[config.mk]
export PLATFORM = sky130hd
export DESIGN_NAME = drbg_rate_ctrl
export DESIGN_NICKNAME = d
export VERILOG_FILES = /design/src/rtl/drbg_pkg.sv /design/src/rtl/drbg_phase_seq.sv /design/src/rtl/drbg_reseed_cnt.sv /design/src/rtl/drbg_out_hold.sv /design/src/rtl/drbg_rate_ctrl.sv
export SDC_FILE = /design/constraint.sdc
export NUM_CORES = 1
export LEC_CHECK = 0
export BUFFER_PORTS_ARGS = -buffer_cell sky130_fd_sc_hd__buf_2
export CAP_MARGIN = 15
export CORE_ASPECT_RATIO = 1.75
export CORE_UTILIZATION = 32
export CTS_CLUSTER_DIAMETER = 120
export CTS_CLUSTER_SIZE = 12
export DETAILED_ROUTE_END_ITERATION = 8
export PLACE_DENSITY = 0.63
export SLEW_MARGIN = 20
export SYNTH_ARGS = -nofsm -noshare
export SYNTH_HDL_FRONTEND = slang
export SYNTH_HIERARCHICAL = 1
export SYNTH_SLANG_ARGS = --single-unit
[constraint.sdc]
create_clock -name clk_i -period 5.3 [get_ports clk_i]
set_input_delay 0.53 -clock clk_i [delete_from_list [all_inputs] [get_ports clk_i]]
set_output_delay 0.53 -clock clk_i [all_outputs]
set_load 0.05 [all_outputs]
[src/rtl/drbg_pkg.sv]
package drbg_pkg;
  typedef enum logic [1:0] {
    PH_IDLE = 2'd0,
    PH_RUN0 = 2'd1,
    PH_RUN1 = 2'd2,
    PH_RUN2 = 2'd3
  } phase_e;
endpackage

[src/rtl/drbg_phase_seq.sv]
module drbg_phase_seq
  import drbg_pkg::*;
(
  input  logic   clk_i,
  input  logic   rst_ni,
  input  logic   start_i,
  input  logic   ack_i,
  output phase_e phase_o,
  output logic   cap0_o,
  output logic   cap1_o,
  output logic   fin_o
);
  phase_e phase_q, phase_d;

  always_comb begin
    phase_d = phase_q;
    unique case (phase_q)
      PH_IDLE: if (start_i) phase_d = PH_RUN0;
      PH_RUN0: if (ack_i)   phase_d = PH_RUN1;
      PH_RUN1: if (ack_i)   phase_d = PH_RUN2;
      PH_RUN2: if (ack_i)   phase_d = PH_IDLE;
      default:              phase_d = PH_IDLE;
    endcase
  end

  always_ff @(posedge clk_i or negedge rst_ni) begin
    if (!rst_ni) phase_q <= PH_IDLE;
    else         phase_q <= phase_d;
  end

  assign phase_o = phase_q;
  assign cap0_o  = ack_i && (phase_q == PH_RUN0);
  assign cap1_o  = ack_i && (phase_q == PH_RUN1);
  assign fin_o   = ack_i && (phase_q == PH_RUN2);
endmodule

[src/rtl/drbg_reseed_cnt.sv]
module drbg_reseed_cnt #(
  parameter int unsigned MAX_OUTPUTS = 511,
  localparam int unsigned CNT_W = $clog2(MAX_OUTPUTS + 1)
) (
  input  logic clk_i,
  input  logic rst_ni,
  input  logic clear_i,
  input  logic incr_i,
  output logic stall_o
);
  localparam logic [CNT_W-1:0] CntMax = CNT_W'(MAX_OUTPUTS);
  logic [CNT_W-1:0] cnt_q;

  always_ff @(posedge clk_i or negedge rst_ni) begin
    if (!rst_ni)                          cnt_q <= '0;
    else if (clear_i)                     cnt_q <= '0;
    else if (incr_i && (cnt_q != CntMax)) cnt_q <= cnt_q + 1'b1;
  end

  assign stall_o = (cnt_q == CntMax);
endmodule

[src/rtl/drbg_out_hold.sv]
module drbg_out_hold #(
  parameter int unsigned W = 128
) (
  input  logic         clk_i,
  input  logic         rst_ni,
  input  logic         load_i,
  input  logic [W-1:0] data_i,
  input  logic         ready_i,
  output logic         valid_o,
  output logic [W-1:0] data_o
);
  logic         valid_q;
  logic [W-1:0] data_q;

  always_ff @(posedge clk_i or negedge rst_ni) begin
    if (!rst_ni) begin
      valid_q <= 1'b0;
      data_q  <= '0;
    end else if (load_i) begin
      valid_q <= 1'b1;
      data_q  <= data_i;
    end else if (valid_q && ready_i) begin
      valid_q <= 1'b0;
    end
  end

  assign valid_o = valid_q;
  assign data_o  = data_q;
endmodule

[src/rtl/drbg_rate_ctrl.sv]
module drbg_rate_ctrl
  import drbg_pkg::*;
#(
  parameter int unsigned W           = 128,
  parameter int unsigned MAX_OUTPUTS = 511,
  localparam int unsigned SEED_W     = 2 * W
) (
  input  logic              clk_i,
  input  logic              rst_ni,
  input  logic              seed_valid_i,
  input  logic [SEED_W-1:0] seed_i,
  output logic              seed_ready_o,
  output logic              enc_req_o,
  output logic [W-1:0]      enc_pt_o,
  output logic [W-1:0]      enc_key_o,
  input  logic              enc_ack_i,
  input  logic [W-1:0]      enc_ct_i,
  output logic              rnd_valid_o,
  output logic [W-1:0]      rnd_data_o,
  input  logic              rnd_ready_i
);
  phase_e       phase;
  logic         cap0, cap1, fin, start, accept, stall, idle, seeded_q;
  logic [W-1:0] state_q, key_q, res0_q, res1_q;

  assign idle         = (phase == PH_IDLE);
  assign seed_ready_o = idle;
  assign accept       = seed_valid_i && idle;
  // a pending seed wins over starting a generation
  assign start        = idle && seeded_q && !stall && !rnd_valid_o && !seed_valid_i;

  drbg_phase_seq u_seq (
    .clk_i   (clk_i),
    .rst_ni  (rst_ni),
    .start_i (start),
    .ack_i   (enc_ack_i),
    .phase_o (phase),
    .cap0_o  (cap0),
    .cap1_o  (cap1),
    .fin_o   (fin)
  );

  drbg_reseed_cnt #(.MAX_OUTPUTS(MAX_OUTPUTS)) u_cnt (
    .clk_i   (clk_i),
    .rst_ni  (rst_ni),
    .clear_i (accept),
    .incr_i  (fin),
    .stall_o (stall)
  );

  drbg_out_hold #(.W(W)) u_out (
    .clk_i   (clk_i),
    .rst_ni  (rst_ni),
    .load_i  (fin),
    .data_i  (res0_q),
    .ready_i (rnd_ready_i),
    .valid_o (rnd_valid_o),
    .data_o  (rnd_data_o)
  );

  always_ff @(posedge clk_i or negedge rst_ni) begin
    if (!rst_ni) begin
      seeded_q <= 1'b0;
      state_q  <= '0;
      key_q    <= '0;
      res0_q   <= '0;
      res1_q   <= '0;
    end else if (accept) begin
      seeded_q <= 1'b1;
      state_q  <= seed_i[W-1:0];
      key_q    <= seed_i[SEED_W-1:W];
    end else if (cap0) begin
      res0_q  <= enc_ct_i;
      state_q <= state_q + 1'b1;
    end else if (cap1) begin
      res1_q  <= enc_ct_i;
      state_q <= state_q + 1'b1;
    end else if (fin) begin
      state_q <= res1_q;
      key_q   <= enc_ct_i;
    end
  end

  assign enc_req_o = !idle;
  assign enc_pt_o  = state_q;
  assign enc_key_o = key_q;
endmodule

==> summary.md <==
| Metric | Value |
|---|---|
| Outcome | `complete, but fails checks` |
| Failing checks | `negative hold slack` |
| Fillers | `between 9k and 10k` |
| Initial Utilization | `around 32%` |
| Clock slew at reported path FFs | `approximately 0.080 ns` |
| Max FO, Critical Path | `16` |
| # rows | `151` |
| Max Fclk | `around 270 MHz` |
| Design area | `approximately 0.038 mm2` |
| Number of flops mapped to enable cells by yosys | `0` |
| Critical path class | `reg2reg` |
| Worst Path Required | `slightly below 6 ns` |
| Largest net degree at the start of global routing | `~130` |
| CTS Buf Count | `60` |
| Most frequent cell after synthesis | `dfrtp_1` |
| Sink Count | `around 650` |
| Leak Pwr | `between 15 and 20 nW` |
| Final period utilization | `69.1%` |
| # DRC | `0` |
| DP Area | `~0.037 mm2` |
| Final Hold Fails | `22` |
| Cell taking the most area after synthesis | `dfrtp_1` |
| DP HPWL | `~100000 um` |
| Fin Setup TNS | `0 ns` |
| Max-slew violations | `0` |
| Routed len/inst | `between 20 and 30 um` |
| Drt initial violations | `between 1.5k and 2k` |
| Crit path DAT | `4.20 ns` |
| Top-area cell type share of the netlist area | `~52%` |
| Synth Net Count | `~3.3k` |
| Hold_ws | `-0.0477 ns` |
| Critical Path Source Type | `flop` |
| H-tree Lvls | `2` |
| Post-CTS setup buffer count | `0` |
| Slew HR | `between 20% and 30%` |
| Sequential fraction of the synthesis area | `52.1%` |
| Via count | `between 20k and 30k` |
| Vias in the first global route | `roughly 27k` |
| Post-DRT Antenna Nets | `0` |
| CTS tree | `yes` |
| Ranking of synthesized cells by area | `dfrtp_1 (52%), mux2_2 (14%), nand2_1 (4.9%)` |
| Deepest clock path buffer count | `3` |
| Initial antenna violation count | `58` |
| Area Growth Syn to Fin | `21.6%` |
| Latest clock arrival within the worst-skew pair | `about 0.66 ns` |
| Clock Skews | `0.0433 ns` |
| Syn Inst Count | `slightly below 3k` |
| Total Wirelength | `approximately 130000 um` |
| RSZ-0062 raised after global routing | `false` |
| Mapped cell area | `0.0313 mm2` |
| Clock Tree Root | `clkbuf_16` |
| Worst min-delay path category | `in2async` |
| Die width | `239 um` |
| Die Y | `about 420 um` |
| Total Power | `roughly 0.028 W` |
| Port Buffers | `a little under 800` |
| Drt first pass iters | `5` |
| VDD IR-drop max | `454 uV` |
| Vias per inst | `around 5.5` |
| Post-synthesis cell type count | `83` |
| Die ar. | `0.0992 mm2` |
| Wire length of the first global-routing pass | `around 190000 um` |
| GRT Resource Usage Total | `roughly a quarter` |
| Yosys warns | `6` |
| Top FF cell, synth | `dfrtp_1` |
| Nets | `roughly 4.0k` |
| Hold buffer count at CTS | `0` |
| CP endpoint kind | `flop` |
| Share of cells above drive strength 1 | `a little under two fifths` |
| Grt total ovfl | `0` |
| Final period demand of the worst path | `around 3.7 ns` |
| Most instantiated cells after synthesis | `dfrtp_1 (653), nand2_1 (408), mux2_2 (399)` |
| Power Density | `about 740 mW/mm2` |
| Syn Area/Cell | `roughly 11 um2` |
| RD Place Congestion | `between 0.9 and 1` |
| Final Setup Violations | `0` |
| IO Pins | `776` |
| Core Region | `between 0.09 and 0.1 mm2` |
| Worst slew pin tran | `around 1.2 ns` |
| Max_cap viols | `0` |
| CTS resizes | `0` |
| Flops & latches, synth | `between 600 and 700` |
| Async set or reset register ratio after synthesis | `100%` |
==> flip-flops by register name, indices dropped and copies added, names as in the netlist <==
signal and count:
res1_q 128, u_cnt/cnt_q 9, seeded_q 1, enc_pt_o 128, res0_q 128, u_out/valid_o 1
enc_key_o 128, u_out/data_o 128, u_seq/phase_o 2
==> layer usage <==
metal  vias to the layer above  global-route usage [%]  routed length (um)
li1                      12016                       -                   -
met2                      1147                    45.7               66200
met3                       290                    7.03               11500
met5                         -                       0                 361
met4                        56                    10.5                5520
met1                     13470                    30.8               50000
==> placed cells by master, fill, tap and decap left out, types with 7 or more instances in the layout <==
master	instances
nor2_1	219
nand3_2	7
a211oi_1	14
o22ai_1	7
inv_1	23
and4_1	21
a31oi_1	144
nor3_1	66
diode_2	23
nand2b_1	7
o21ai_1	32
a22o_1	11
clkbuf_16	61
nand2_1	405
nor4_1	51
o221ai_1	7
nand3_1	64
and3_1	29
buf_2	774
nand4_1	69
or3_1	11
mux2_2	399
buf_12	8
or4_1	12
nor4_4	10
buf_4	41
o31ai_1	27
o21ai_0	91
ha_1	8
nand4_2	11
mux2i_1	52
xnor2_1	26
nor2b_1	8
a21oi_1	109
dfrtp_1	653
and2_1	11
nor4_2	16
==> logic make-up (layout without fill, tap and decap cells) <==
group	after synthesis	count (layout)	synth area share, %
buffers and inverters	216	910	3.08
AND/OR/NAND/NOR	1053	1053	17.2
adder cells (fa/ha/maj)	8	8	0.319
other	0	23	0
flip-flops	653	653	52.1
XOR/XNOR	32	32	0.894
AO/OA/AOI/OAI	514	514	10.2
multiplexers	453	453	16.1
==> metrics by stage <==
stage / cells / utilization, % / setup slack [ns]
2_1_floorplan: 2929 / - / 2.40
3_3_place_gp: 4861 / 37.7 / 1.72
3_5_place_dp: 4861 / 37.7 / 1.72
4_1_cts: 4923 / 39.3 / 1.71
5_1_grt: 4934 / 39.3 / 1.52
6_report: 4946 / 39.3 / 1.64
==> worst paths after layout <==
check	end	startpoint	cells past startpoint	slack (ns)
hold / removal	enc_key_o[80]	rst_ni	1	-0.05
max in group asynchronous	u_out/data_o[64]	rst_ni	2	4.02
min in group clk_i	enc_pt_o[61]	seed_i[61]	2	0.07
setup / recovery	enc_pt_o[120]	enc_pt_o[26]	6	1.64
setup reg to reg	enc_pt_o[120]	enc_pt_o[26]	6	1.64
hold reg to reg	seeded_q	seeded_q	1	0.48
==> critical path: stages, from the launching register on <==
cell and delay, ns:
dfrtp_1 0.58, nand4_4 0.34, nor2_2 0.37, nand4_1 0.92
nor4_1 0.89, mux2i_1 0.15, a221o_1 0.27
==> cell type report <==
class	count	area, um2	share of cell area (%)
inverters	24	97.6	0.256
clock buffers	61	1530	4.01
flip-flops and latches	653	16300	42.9
well taps	1300	1630	4.27
repair buffers	824	4360	11.4
diodes	23	57.6	0.151
clock inverters	1	8.76	0.0230
multi-input cells	2060	14100	37.0
==> where the power goes <==
group	internal [W]	total, W	switching [W]
registers	0.00754	0.00966	0.00212
clock network	0.00201	0.00394	0.00193
logic	0.00434	0.0146	0.0103
total	0.0139	0.0282	0.0143
(Power assumes the default switching activity.)
